--- src/rtl/pdir_pkg.sv ---
package pdir_pkg;
    localparam int NPORT    = 3;
    localparam int DATA_W   = 8;
    localparam int SEL_W    = 3;
    localparam int SEL_BASE = 5;

    typedef enum logic [2:0] {
        S_IDLE,
        S_CHECK,
        S_APPLY,
        S_SKIP,
        S_TRAP
    } pdir_state_e;
endpackage

--- src/rtl/pdir_sel_decode.sv ---
module pdir_sel_decode
    import pdir_pkg::*;
#(
    parameter int N_PORT = NPORT,
    parameter int SW     = SEL_W,
    parameter int BASE   = SEL_BASE
) (
    input  logic [SW-1:0]     sel,
    output logic [N_PORT-1:0] hot,
    output logic              bad
);
    for (genvar g = 0; g < N_PORT; g++) begin : g_hit
        localparam logic [SW-1:0] CODE = SW'(BASE + g);
        assign hot[g] = (sel == CODE);
    end

    assign bad = (hot == '0);

    always_comb begin
        assert ($onehot0(hot))
            else $error("selector decode produced several ports");
    end
endmodule

--- src/rtl/pdir_ctrl_fsm.sv ---
module pdir_ctrl_fsm
    import pdir_pkg::*;
#(
    parameter int N_PORT = NPORT,
    parameter int DW     = DATA_W,
    parameter int SW     = SEL_W
) (
    input  logic              clk,
    input  logic              rst_n,
    input  logic              exec_en,
    input  logic [SW-1:0]     sel_in,
    input  logic [DW-1:0]     w_in,
    input  logic [N_PORT-1:0] sel_hot,
    input  logic              sel_bad,
    input  logic [DW-1:0]     cur_dir,
    output logic [SW-1:0]     sel_q,
    output logic [DW-1:0]     w_q,
    output logic [N_PORT-1:0] wr_hot,
    output logic              illegal_q
);
    pdir_state_e state_q, state_d;

    always_ff @(posedge clk or negedge rst_n) begin
        if (!rst_n) state_q <= S_IDLE;
        else        state_q <= state_d;
    end

    always_comb begin
        state_d = state_q;
        unique case (state_q)
            S_IDLE:  if (exec_en) state_d = S_CHECK;
            S_CHECK: begin
                if (sel_bad)              state_d = S_TRAP;
                else if (cur_dir == w_q)  state_d = S_SKIP;
                else                      state_d = S_APPLY;
            end
            S_APPLY: state_d = S_IDLE;
            S_SKIP:  state_d = S_IDLE;
            S_TRAP:  state_d = S_IDLE;
            default: state_d = S_IDLE;
        endcase
    end

    always_ff @(posedge clk or negedge rst_n) begin
        if (!rst_n) begin
            sel_q     <= '0;
            w_q       <= '0;
            illegal_q <= 1'b0;
        end else begin
            illegal_q <= (state_q == S_TRAP);
            if (state_q == S_IDLE && exec_en) begin
                sel_q <= sel_in;
                w_q   <= w_in;
            end
        end
    end

    assign wr_hot = (state_q == S_APPLY) ? sel_hot : '0;


    apply_exit_chk: assert property (@(posedge clk) disable iff (!rst_n)
        (state_q == S_APPLY || state_q == S_SKIP || state_q == S_TRAP) |=> state_q == S_IDLE);

    capture_hold_chk: assert property (@(posedge clk) disable iff (!rst_n)
        (state_q != S_IDLE) |=> $stable(w_q) && $stable(sel_q));

    trap_pulse_chk: assert property (@(posedge clk) disable iff (!rst_n)
        illegal_q |=> !illegal_q);

    trap_no_write_chk: assert property (@(posedge clk) disable iff (!rst_n)
        (state_q == S_TRAP) |-> wr_hot == '0);
endmodule

--- src/rtl/pdir_port_slice.sv ---
module pdir_port_slice
    import pdir_pkg::*;
#(
    parameter int DW     = DATA_W,
    parameter int PIN_W  = DATA_W
) (
    input  logic          clk,
    input  logic          rst_n,
    input  logic          wr_en,
    input  logic [DW-1:0] w_new,
    input  logic [DW-1:0] latch,
    output logic [DW-1:0] dir_q,
    output logic [DW-1:0] pin_q,
    output logic [DW-1:0] oe,
    output logic          chg_q
);
    localparam logic [DW-1:0] PIN_MASK = DW'((64'd1 << PIN_W) - 64'd1);

    always_ff @(posedge clk or negedge rst_n) begin
        if (!rst_n) begin
            dir_q <= '1;
            pin_q <= '0;
            chg_q <= 1'b0;
        end else begin
            chg_q <= wr_en;
            if (wr_en) begin
                dir_q <= w_new;
                pin_q <= latch & ~w_new & PIN_MASK;
            end
        end
    end

    assign oe = ~dir_q;


    strobe_single_chk: assert property (@(posedge clk) disable iff (!rst_n)
        chg_q |=> !chg_q);

    dir_move_strobe_chk: assert property (@(posedge clk) disable iff (!rst_n)
        !$stable(dir_q) |-> chg_q);

    strobe_new_value_chk: assert property (@(posedge clk) disable iff (!rst_n)
        chg_q |-> dir_q != $past(dir_q));

    pin_not_input_chk: assert property (@(posedge clk) disable iff (!rst_n)
        (pin_q & dir_q) == '0);

    pin_frozen_chk: assert property (@(posedge clk) disable iff (!rst_n)
        !chg_q |-> $stable(pin_q));
endmodule

--- src/rtl/pdir_ctrl.sv ---
module pdir_ctrl
    import pdir_pkg::*;
#(
    parameter int DW      = DATA_W,
    parameter int A_PIN_W = 4
) (
    input  logic          clk,
    input  logic          rst_n,
    input  logic          exec_en,
    input  logic [2:0]    op_sel,
    input  logic [DW-1:0] w_val,
    input  logic [DW-1:0] latch_a,
    input  logic [DW-1:0] latch_b,
    input  logic [DW-1:0] latch_c,
    output logic [DW-1:0] dir_a,
    output logic [DW-1:0] dir_b,
    output logic [DW-1:0] dir_c,
    output logic [DW-1:0] pin_a,
    output logic [DW-1:0] pin_b,
    output logic [DW-1:0] pin_c,
    output logic [DW-1:0] oe_a,
    output logic [DW-1:0] oe_b,
    output logic [DW-1:0] oe_c,
    output logic [2:0]    dir_chg,
    output logic          illegal_op
);
    logic [SEL_W-1:0] sel_q;
    logic [DW-1:0]    w_q;
    logic [NPORT-1:0] sel_hot, wr_hot;
    logic             sel_bad;
    logic [DW-1:0]    cur_dir;
    logic [DW-1:0]    latch_arr [NPORT];
    logic [DW-1:0]    dir_arr   [NPORT];
    logic [DW-1:0]    pin_arr   [NPORT];
    logic [DW-1:0]    oe_arr    [NPORT];
    logic [NPORT-1:0] chg_arr;

    assign latch_arr[0] = latch_a;
    assign latch_arr[1] = latch_b;
    assign latch_arr[2] = latch_c;

    pdir_sel_decode #(.N_PORT(NPORT), .SW(SEL_W), .BASE(SEL_BASE)) i_dec (
        .sel (sel_q),
        .hot (sel_hot),
        .bad (sel_bad)
    );

    always_comb begin
        cur_dir = '0;
        for (int i = 0; i < NPORT; i++)
            if (sel_hot[i]) cur_dir = dir_arr[i];
    end

    pdir_ctrl_fsm #(.N_PORT(NPORT), .DW(DW), .SW(SEL_W)) i_fsm (
        .clk       (clk),
        .rst_n     (rst_n),
        .exec_en   (exec_en),
        .sel_in    (op_sel),
        .w_in      (w_val),
        .sel_hot   (sel_hot),
        .sel_bad   (sel_bad),
        .cur_dir   (cur_dir),
        .sel_q     (sel_q),
        .w_q       (w_q),
        .wr_hot    (wr_hot),
        .illegal_q (illegal_op)
    );

    for (genvar g = 0; g < NPORT; g++) begin : g_port
        localparam int PW = (g == 0) ? A_PIN_W : DW;
        pdir_port_slice #(.DW(DW), .PIN_W(PW)) i_slice (
            .clk   (clk),
            .rst_n (rst_n),
            .wr_en (wr_hot[g]),
            .w_new (w_q),
            .latch (latch_arr[g]),
            .dir_q (dir_arr[g]),
            .pin_q (pin_arr[g]),
            .oe    (oe_arr[g]),
            .chg_q (chg_arr[g])
        );
    end

    assign dir_a   = dir_arr[0];
    assign dir_b   = dir_arr[1];
    assign dir_c   = dir_arr[2];
    assign pin_a   = pin_arr[0];
    assign pin_b   = pin_arr[1];
    assign pin_c   = pin_arr[2];
    assign oe_a    = oe_arr[0];
    assign oe_b    = oe_arr[1];
    assign oe_c    = oe_arr[2];
    assign dir_chg = chg_arr;


    one_strobe_chk: assert property (@(posedge clk) disable iff (!rst_n)
        $onehot0(dir_chg));

    trap_excl_chk: assert property (@(posedge clk) disable iff (!rst_n)
        illegal_op |-> dir_chg == '0);

    trap_keeps_dir_chk: assert property (@(posedge clk) disable iff (!rst_n)
        illegal_op |-> $stable(dir_a) && $stable(dir_b) && $stable(dir_c));

    pin_a_high_chk: assert property (@(posedge clk) disable iff (!rst_n)
        pin_a[DW-1:A_PIN_W] == '0);
endmodule

--- config.mk ---
export PLATFORM = sky130hd
export DESIGN_NAME = pdir_ctrl
export DESIGN_NICKNAME = d
export VERILOG_FILES = /design/src/rtl/pdir_pkg.sv /design/src/rtl/pdir_sel_decode.sv /design/src/rtl/pdir_ctrl_fsm.sv /design/src/rtl/pdir_port_slice.sv /design/src/rtl/pdir_ctrl.sv
export SDC_FILE = /design/constraint.sdc
export NUM_CORES = 1
export LEC_CHECK = 0
export ABC_AREA = 1
export BUFFER_PORTS_ARGS = -buffer_cell sky130_fd_sc_hd__buf_2
export CORE_ASPECT_RATIO = 1.5
export CORE_UTILIZATION = 25
export DETAILED_ROUTE_END_ITERATION = 10
export SLEW_MARGIN = 20
export SYNTH_ARGS = -nofsm -noshare
export SYNTH_HDL_FRONTEND = slang
export SYNTH_SLANG_ARGS = --single-unit
--- constraint.sdc ---
create_clock -name clk -period 1.4 [get_ports clk]
set_clock_uncertainty 0.05 [all_clocks]
set_input_delay 0.28 -clock clk [delete_from_list [all_inputs] [get_ports clk]]
set_output_delay 0.28 -clock clk [all_outputs]
set_load 0.1 [all_outputs]
; ---- Word level (Yosys, flattened, before mapping)
; Index checks and enable logic that the tools add are counted.
[classes]
n_eq_ne = 8
n_mux = 8
n_bitwise = 7
reduce_logical = 3
[op_table]
columns = operator, count
row1 = $not A8 Y8, 4
row2 = $mux W8, 3
row3 = $and A8 B8 Y8, 2
row4 = $eq A3 B3 Y1 const B, 4
row5 = $mux W3, 3
row6 = $eq A8 B8 Y1, 1
row7 = $logic_not A3 Y1, 2
row8 = $pmux W3 S2, 1
row9 = $and A4 B4 Y4, 1
row10 = $eq A3 B1 Y1 const B, 1
row11 = $eq A3 B2 Y1 const B, 1
row12 = $ne A2 B2 Y1 const B, 1
row13 = $logic_and A1 B1 Y1, 1
row14 = $mux W1, 1
[word_totals]
ff_bits = 62
in_bits = 38
output_inout_bits = 76
word_cells = 39

; ---- Logic depth before layout (Yosys ltp)
; Gate-level depths: netlist of run 1.
[logic_depth]
depth_word = 8
ltp_mapped = 13
ltp_nobuf = 12

; ---- Modules after synthesis
; From an unflattened synthesis of run 1, not the netlist that was laid out.
[hier_totals]
cells_unflattened = 374
area_unflattened_um2 = 3016.6
[by_module_without_submodules]
columns = module, instances, cells_each, area_per_inst_um2, seq_area_each_um2
row1 = pdir_port_slice (g_port[1].i_slice ...), 2, 76, 691.9, 435.4
row2 = pdir_ctrl_fsm, 1, 93, 792.0, 375.4
row3 = pdir_port_slice (g_port[0].i_slice), 1, 61, 560.5, 335.3
row4 = pdir_ctrl, 1, 61, 252.7, 0.0
row5 = pdir_sel_decode, 1, 7, 27.5, 0.0

; ---- Least setup slack after synthesis of run 1
; Ideal clock, no wire load.
[synth_path]
path_kind = reg2reg
startpoint = register g_port[1].i_slice.dir_q[2]
endpoint = register i_fsm.state_q[0]
setup_ps = 130
t_arrival_ps = 2062
required_time_ps = 1220
slack_ps = -841
stages_incl_launch_ff = 10
path_buffers = 0
synth_period_minus_slack_ps = 2241
cell_sequence = dfstp_2 > inv_1 > o21ai_0 > nand2_1 > nand2_1 > nand2_1 > nand2_1 > nor2_1 > nand2_1 > nand2_1
[synth_between]
elab_chain_len = 6
[synth_lines]
columns = element, line
row1 = start: declaration, pdir_port_slice.sv:12  ; output logic [DW-1:0] dir_q,
row2 = start signal: assignment, pdir_port_slice.sv:27  ; dir_q <= w_new;
row3 = $mux W8 (2 in series), pdir_ctrl.sv:51  ; if (sel_hot[i]) cur_dir = dir_arr[i];
row4 = $eq A8 B8 Y1, pdir_ctrl_fsm.sv:34  ; else if (cur_dir == w_q) state_d = S_SKIP;
row5 = $mux W1, pdir_ctrl_fsm.sv:34
row6 = $mux W3, pdir_ctrl_fsm.sv:33  ; if (sel_bad) state_d = S_TRAP;
row7 = $pmux W3 S2, pdir_ctrl_fsm.sv:30  ; unique case (state_q)
row8 = end signal: assignment, pdir_ctrl_fsm.sv:25  ; else state_q <= state_d;
row9 = end: declaration, pdir_ctrl_fsm.sv:21  ; pdir_state_e state_q, state_d;
; No other way between the ends.
; A chain may end at the register's enable or synchronous reset.

; ---- Worst setup path in the final report of run 1
[layout_path]
startpoint = register g_port[1].i_slice.dir_q[2]
endpoint = output oe_b[2]
[layout_between]
elab_chain_len = 1
[layout_lines]
columns = element, line
row1 = $not A8 Y8, pdir_port_slice.sv:33  ; assign oe = ~dir_q;
row2 = end: declaration, pdir_ctrl.sv:22  ; output logic [DW-1:0] oe_b,
; No other way between the ends.

==> results of run 1 <==
## worst max-delay path: cells and delay by family (launching register included)
kind / cells / cell delay (ns)
buffers and inverters: 3 / 0.36
flip-flops: 1 / 0.63
## sequential cells by signal, summed over array words and instances (netlist names)
signal and cells:
i_fsm.w_q 8, i_fsm.illegal_q 1, g_port.i_slice.chg_q 3, g_port.i_slice.dir_q 24
g_port.i_slice.pin_q 20, i_fsm.state_q 3, i_fsm.sel_q 3
## stage by stage
stage / instance area (um2) / util (%) / hold slack (ns) / setup WS, ns
global route: 5840 / 54.8 / 0.110 / -0.345
finish: 5840 / 54.8 / 0.117 / -0.263
CTS: 5580 / 52.4 / 0.102 / -0.265
floorplan: 3020 / - / -0.0656 / -0.706
detailed placement: 4710 / 44.3 / 0.270 / -0.218
global placement: 4710 / 44.3 / 0.265 / -0.171
## how the worst max path moves through the flow
stage | start | end
3_3_place_gp | i_fsm.state_q[0] | g_port[1].i_slice.pin_q[2]
2_1_floorplan | g_port[0].i_slice.dir_q[6] | i_fsm.state_q[0]
4_1_cts | g_port[0].i_slice.dir_q[7] | oe_a[7]
5_1_grt | g_port[0].i_slice.dir_q[7] | i_fsm.state_q[0]
6_report | g_port[1].i_slice.dir_q[2] | oe_b[2]
3_5_place_dp | i_fsm.state_q[0] | g_port[1].i_slice.pin_q[2]
## cells in the final DEF, fill, tap and decap left out, drive strengths merged, types with 4 or more instances in the layout
| master | count |
|---|---|
| a21oi | 30 |
| a22o | 20 |
| buf | 187 |
| clkbuf | 10 |
| clkinv | 5 |
| clkinvlp | 26 |
| conb | 4 |
| dfrtp | 38 |
| dfstp | 24 |
| inv | 21 |
| nand2 | 49 |
| nand3 | 12 |
| nand4 | 6 |
| nor2 | 40 |
| o21ai | 14 |
## kinds of logic after synthesis
| family | count (synthesis) | share of synthesized area (%) |
|---|---|---|
| DFF | 62 | 57.5 |
| and+or+nand+nor | 108 | 17.5 |
| other | 1 | 0.136 |
| AOI/OAI and AO/OA | 64 | 14.4 |
| muxes | 1 | 0.409 |
| buffers and inverters | 61 | 10.2 |
## area by class of cell
| class | count | share of cell area (%) |
|---|---|---|
| Clock inverter | 7 | 0.707 |
| Sequential cell | 62 | 28.7 |
| Timing Repair Buffer | 189 | 40.2 |
| Multi-Input combinational cell | 177 | 18.6 |
| Timing Repair inverter | 1 | 0.279 |
| Tap cell | 144 | 3.09 |
| Clock buffer | 9 | 3.86 |
| Inverter | 44 | 4.67 |
## layer usage
metal  share of wire (%)  vias to the layer above  global-route usage, %
met5                   0                        -                      0
met4                 1.7                        0                   6.75
met3                 3.9                       10                   3.52
met2                  55                       87                   28.4
met1                  39                     1365                   19.1
li1                    -                     1328                      -
## timing repair
item | 4_1_cts | 5_1_grt
pin swaps | 2 | 12
hold buffers | 1 | 0
setup buffers | 22 | 12
cloned | 0 | 3
endpoints found under the setup margin | 84 | 89
endpoints found under the hold margin | 38 | 0
resized for setup | 118 | 39
==> metrics.md, run 1 <==
| Metric | Value |
|---|---|
| Status | finished, violations left |
| Failing checks | setup timing |
| Multi-input logic area | between 0.001 and 0.0015 mm2 |
| Setup TNS | -7.96 ns |
| Seq/Total Area, Yosys | between 50 and 60% |
| Tcrit/Tclk final | 119% |
| DIE HEIGHT | 131 um |
| Crit-path slowest cell | dfstp_4 |
| Synth warn | 0 |
| CP Class | reg -> out |
| Clock Sinks | 62 |
| CTS Buffer Depth | 2 |
| R2R setup slack | -0.20 ns |
| Vias per cell | approximately 4.4 |
| # nets final | between 500 and 600 |
| Synth area leaders | dfrtp_1, dfstp_2, nand2_1, a22o_1, a21oi_1 |
| Setup ws final | -0.263 ns |
| Commonest register cell after synthesis | dfrtp_1 |
| Dpl cells | 580 |
| Final HPWL DP | ~6.4 mm |
| Slew Limit Fails | 0 |
| Starting Density | between 20% and 30% |
| FF+latch area | between 0.0015 and 0.002 mm2 |
| Worst-Skew Late Latency | between 0.3 and 0.4 ns |
| HP Start | latch_a[1] |
| Commonest cells in the netlist | nand2_1, dfrtp_1, inv_1 |
| RR Startpoint | g_port[0].i_slice.dir_q[7] |
| Fin cells | roughly 630 |
| Die area | approximately 0.011 mm2 |
| Drt total wl | 9.24 mm |
| WHS Path Cells | 2 |
| Worst stage delay on the critical path | roughly 0.63 ns |
| Vias in the first global route | roughly 2800 |
| Post-layout minimum cycle time | roughly 1.7 ns |
| Global placer's final weighted congestion | approximately 0.8 |
| Layout cell share with drive strength beyond 1 | around 64% |
| Post-Syn Area | around 0.0028 mm2 |
| Vias post-DR | approximately 2800 |
| Crit path required time | between 1 and 1.5 ns |
| CP Launch Type | flop |
| Worst EP arrival | 1.33 ns |
| Root Buffer | clkbuf_16 |
| Detailed-router iteration count before antenna repair | 4 |
| IO Port Bufs | about 110 |
| Gr ovfl total | 0 |
| R2R Path End | i_fsm.state_q[0] |
| Layout overhead on the synthesized area | 112% |
| Core area | approximately 0.011 mm2 |
| Reg clk slew, reported paths | roughly 0.060 ns |
| Die Wd | roughly 88 um |
| Largest net degree at the start of global routing | between 60 and 70 |
| Worst-path fanout max | 2 |
| First-pass GRT wire length | 13.9 mm |
| Remaining DRCs | 0 |
| DR iter-0 viols | roughly 110 |
| Fill cells | ~920 |
| Most numerous cell in the Yosys netlist | nand2_1 |
| Rows | 46 |
| Post-synth EDFFs | 0 |
| Unrepaired setup endpoints after global routing | yes |
| Post-Syn Area per Cell | 9.27 um2 |
| CP cell instances | clkinvlp_4 > buf_6 > buf_12 |
| Initial antenna violation count | 0 |
| GRT Resource Usage Total | about 16% |
| TritonCTS clock tree | done |
| Hold crit path type | in -> reg |
| Cells after Synth | 297 |
| Number of max-cap violations | 0 |
| H-tree depth | 3 |
| Endpoints failing hold | 0 |
| Area leader, netlist | dfrtp_1 |
| Antenna Nets Post-Route | 0 |
| Yosys top cell area share | between 30% and 40% |
| Asr flop ratio synth | 100% |
| CP Capture Type | output port |
| Worst hold path endpoint | g_port[0].i_slice.pin_q[1] |
| F_max | about 600 MHz |
| Post-synthesis register bit count | 62 |
| Worst R2R Path Depth | 13 |
| Cts bufs inserted | 9 |
| I/O Pins | between 100 and 150 |
| Post-synthesis cell type count | 24 |
| Endpoints failing setup | 51 |
| Avg WL per Cell | around 15 um |
| Ant. Diodes | 0 |
Power of run 1 is left out: the tool's default activity adds up to more than one toggle a clock period on the data nets, which glitch-free logic cannot reach.
==> inputs of run 2 (changes only) <==
--- a/config.mk
+++ b/config.mk
@@ -6,7 +6,7 @@
 export NUM_CORES = 1
 export LEC_CHECK = 0
 export ABC_AREA = 1
-export BUFFER_PORTS_ARGS = -buffer_cell sky130_fd_sc_hd__buf_2
+export BUFFER_PORTS_ARGS = -buffer_cell sky130_fd_sc_hd__buf_4
 export CORE_ASPECT_RATIO = 1.5
 export CORE_UTILIZATION = 25
 export DETAILED_ROUTE_END_ITERATION = 10
==> metrics.md, run 2 (synthesized netlist as in run 1, its figures left out) <==
| Metric | Value |
|---|---|
| Setup crit start | g_port[1].i_slice.dir_q[2] |
| RR Startpoint | g_port[1].i_slice.dir_q[2] |
| Detailed-router iteration count before antenna repair | 6 |
| DIE HEIGHT | between 100 and 150 um |
| Max reg flops | 24 |
| R2R setup slack | -0.19 ns |
| Slew Limit Fails | 0 |
| Most frequent cells in the layout | buf_4, buf_12, nand2_1 |
| Die Wd | a little under 90 um |
| Most common cell after layout, fill and taps aside | buf_4 |
| Die area | 0.0114 mm2 |
| Final instance area | between 0.005 and 0.006 mm2 |
| Gr ovfl total | 0 |
| Utilization after layout | about 52% |
| R2R Path End | i_fsm.state_q[0] |
| Worst-path fanout max | 2 |
| Area after DPL | between 0.004 and 0.005 mm2 |
| Cts bufs inserted | 9 |
| Worst stage delay on the critical path | 0.63 ns |
| Worst-Skew Late Latency | between 0.3 and 0.4 ns |
| Crit-path slowest cell | dfstp_4 |
| Crit path required time | 1.07 ns |
| Setup ws final | -0.277 ns |
| CP Capture Type | output port |
| # nets final | 516 |
| Antenna Nets Post-Route | 0 |
| Endpoints failing hold | 0 |
| Root Buffer | clkbuf_16 |
| Clock Sinks | just over 60 |
| Avg WL per Cell | 14.4 um |
| WP depth | 3 |
| Reg clk slew, reported paths | 0.05 ns |
| Drt total wl | 9.05 mm |
| First-pass GRT wire length | around 14 mm |
| Remaining DRCs | 0 |
| CP cell instances | clkinvlp_4 > buf_6 > buf_12 |
| DR iter-0 viols | about 110 |
| CP delay by family, top | flip-flops |
| Endpoints failing setup | 49 |
| Global placer's final weighted congestion | between 0.7 and 0.8 |
| GRT Resource Usage Total | approximately 16% |
| Worst R2R Path Depth | 9 |
| F_max | approximately 600 MHz |
| Failing checks | setup timing |
| Unrepaired setup endpoints after global routing | yes |
| Rows | 46 |
| CP Launch Type | flop |
| Tcrit/Tclk final | 120% |
| I/O Pins | between 100 and 150 |
| Starting Density | 25.9% |
| Layout overhead on the synthesized area | 102% |
| Initial antenna violation count | 0 |
| Largest net degree at the start of global routing | 63 |
| Final HPWL DP | 6.02 mm |
| CP Class | reg -> out |
| Status | finished, violations left |
| Worst EP arrival | 1.35 ns |
| Vias per cell | 4.34 |
| Number of max-cap violations | 0 |
| Worst setup endpoint | oe_b[2] |
| TritonCTS clock tree | done |
| Layout cell share with drive strength beyond 1 | between 60% and 70% |
| H-tree depth | 3 |
| IO Port Bufs | 105 |
| Ant. Diodes | 0 |
| Vias in the first global route | 2693 |
| Post-layout minimum cycle time | roughly 1.7 ns |
| Reg with most FFs | g_port.i_slice.dir_q |
| Buf/Inv on CP | 3 |
| Core area | 0.0106 mm2 |
| Vias post-DR | between 2000 and 3000 |
| CTS Buffer Depth | 2 |
| Hold crit path type | in -> reg |
| Largest regs | g_port.i_slice.dir_q (24), g_port.i_slice.pin_q (20), i_fsm.w_q (8) |
-- run 2: worst min-delay path by stage --
stage,start,end,slack [ns],cells past startpoint
4_1_cts,latch_c[5],g_port[2].i_slice.pin_q[5],0.10,2
5_1_grt,latch_b[0],g_port[1].i_slice.pin_q[0],0.12,2
2_1_floorplan,rst_n,g_port[0].i_slice.chg_q,-0.07,0
3_5_place_dp,rst_n,i_fsm.w_q[6],0.26,2
3_3_place_gp,rst_n,g_port[2].i_slice.pin_q[6],0.25,2
6_report,latch_b[7],g_port[1].i_slice.pin_q[7],0.12,2
-- run 2: what timing repair did --
| action | CTS | global route |
|---|---|---|
| gates resized for setup | 156 | 40 |
| buffers inserted | 29 | 11 |
| pin swaps | 7 | 8 |
| hold endpoints to repair | 38 | 0 |
| gates cloned | 0 | 1 |
| hold buffers | 1 | 0 |
| setup endpoints to repair | 82 | 83 |
-- run 2: per-stage QoR --
step	TNS, ns	hold WS (ns)	setup WS, ns	instances
global placement	-2.43	0.251	-0.157	569
finish	-7.66	0.119	-0.277	627
floorplan	-11.09	-0.0656	-0.706	300
detailed placement	-2.99	0.257	-0.176	569
global route	-9.06	0.117	-0.298	627
CTS	-8.21	0.104	-0.267	615
-- run 2: final cells by class --
class / count / area [um2]
clock inverters: 4 / 20.0
well taps: 144 / 180
clock buffers: 12 / 267
fillers: 938 / 5080
repair buffers: 184 / 2060
multi-input cells: 177 / 1090
inverters: 44 / 270
flip-flops and latches: 62 / 1670
-- run 2: layer usage --
metal | share of wire [%] | GRT usage (%) | vias up
li1 | - | - | 1318
met1 | 40 | 19.1 | 1297
met2 | 53 | 26.5 | 85
met3 | 3.4 | 2.01 | 21
met4 | 3.8 | 11.1 | 0
met5 | 0 | 0 | -
Power of run 2 is left out for the same reason.
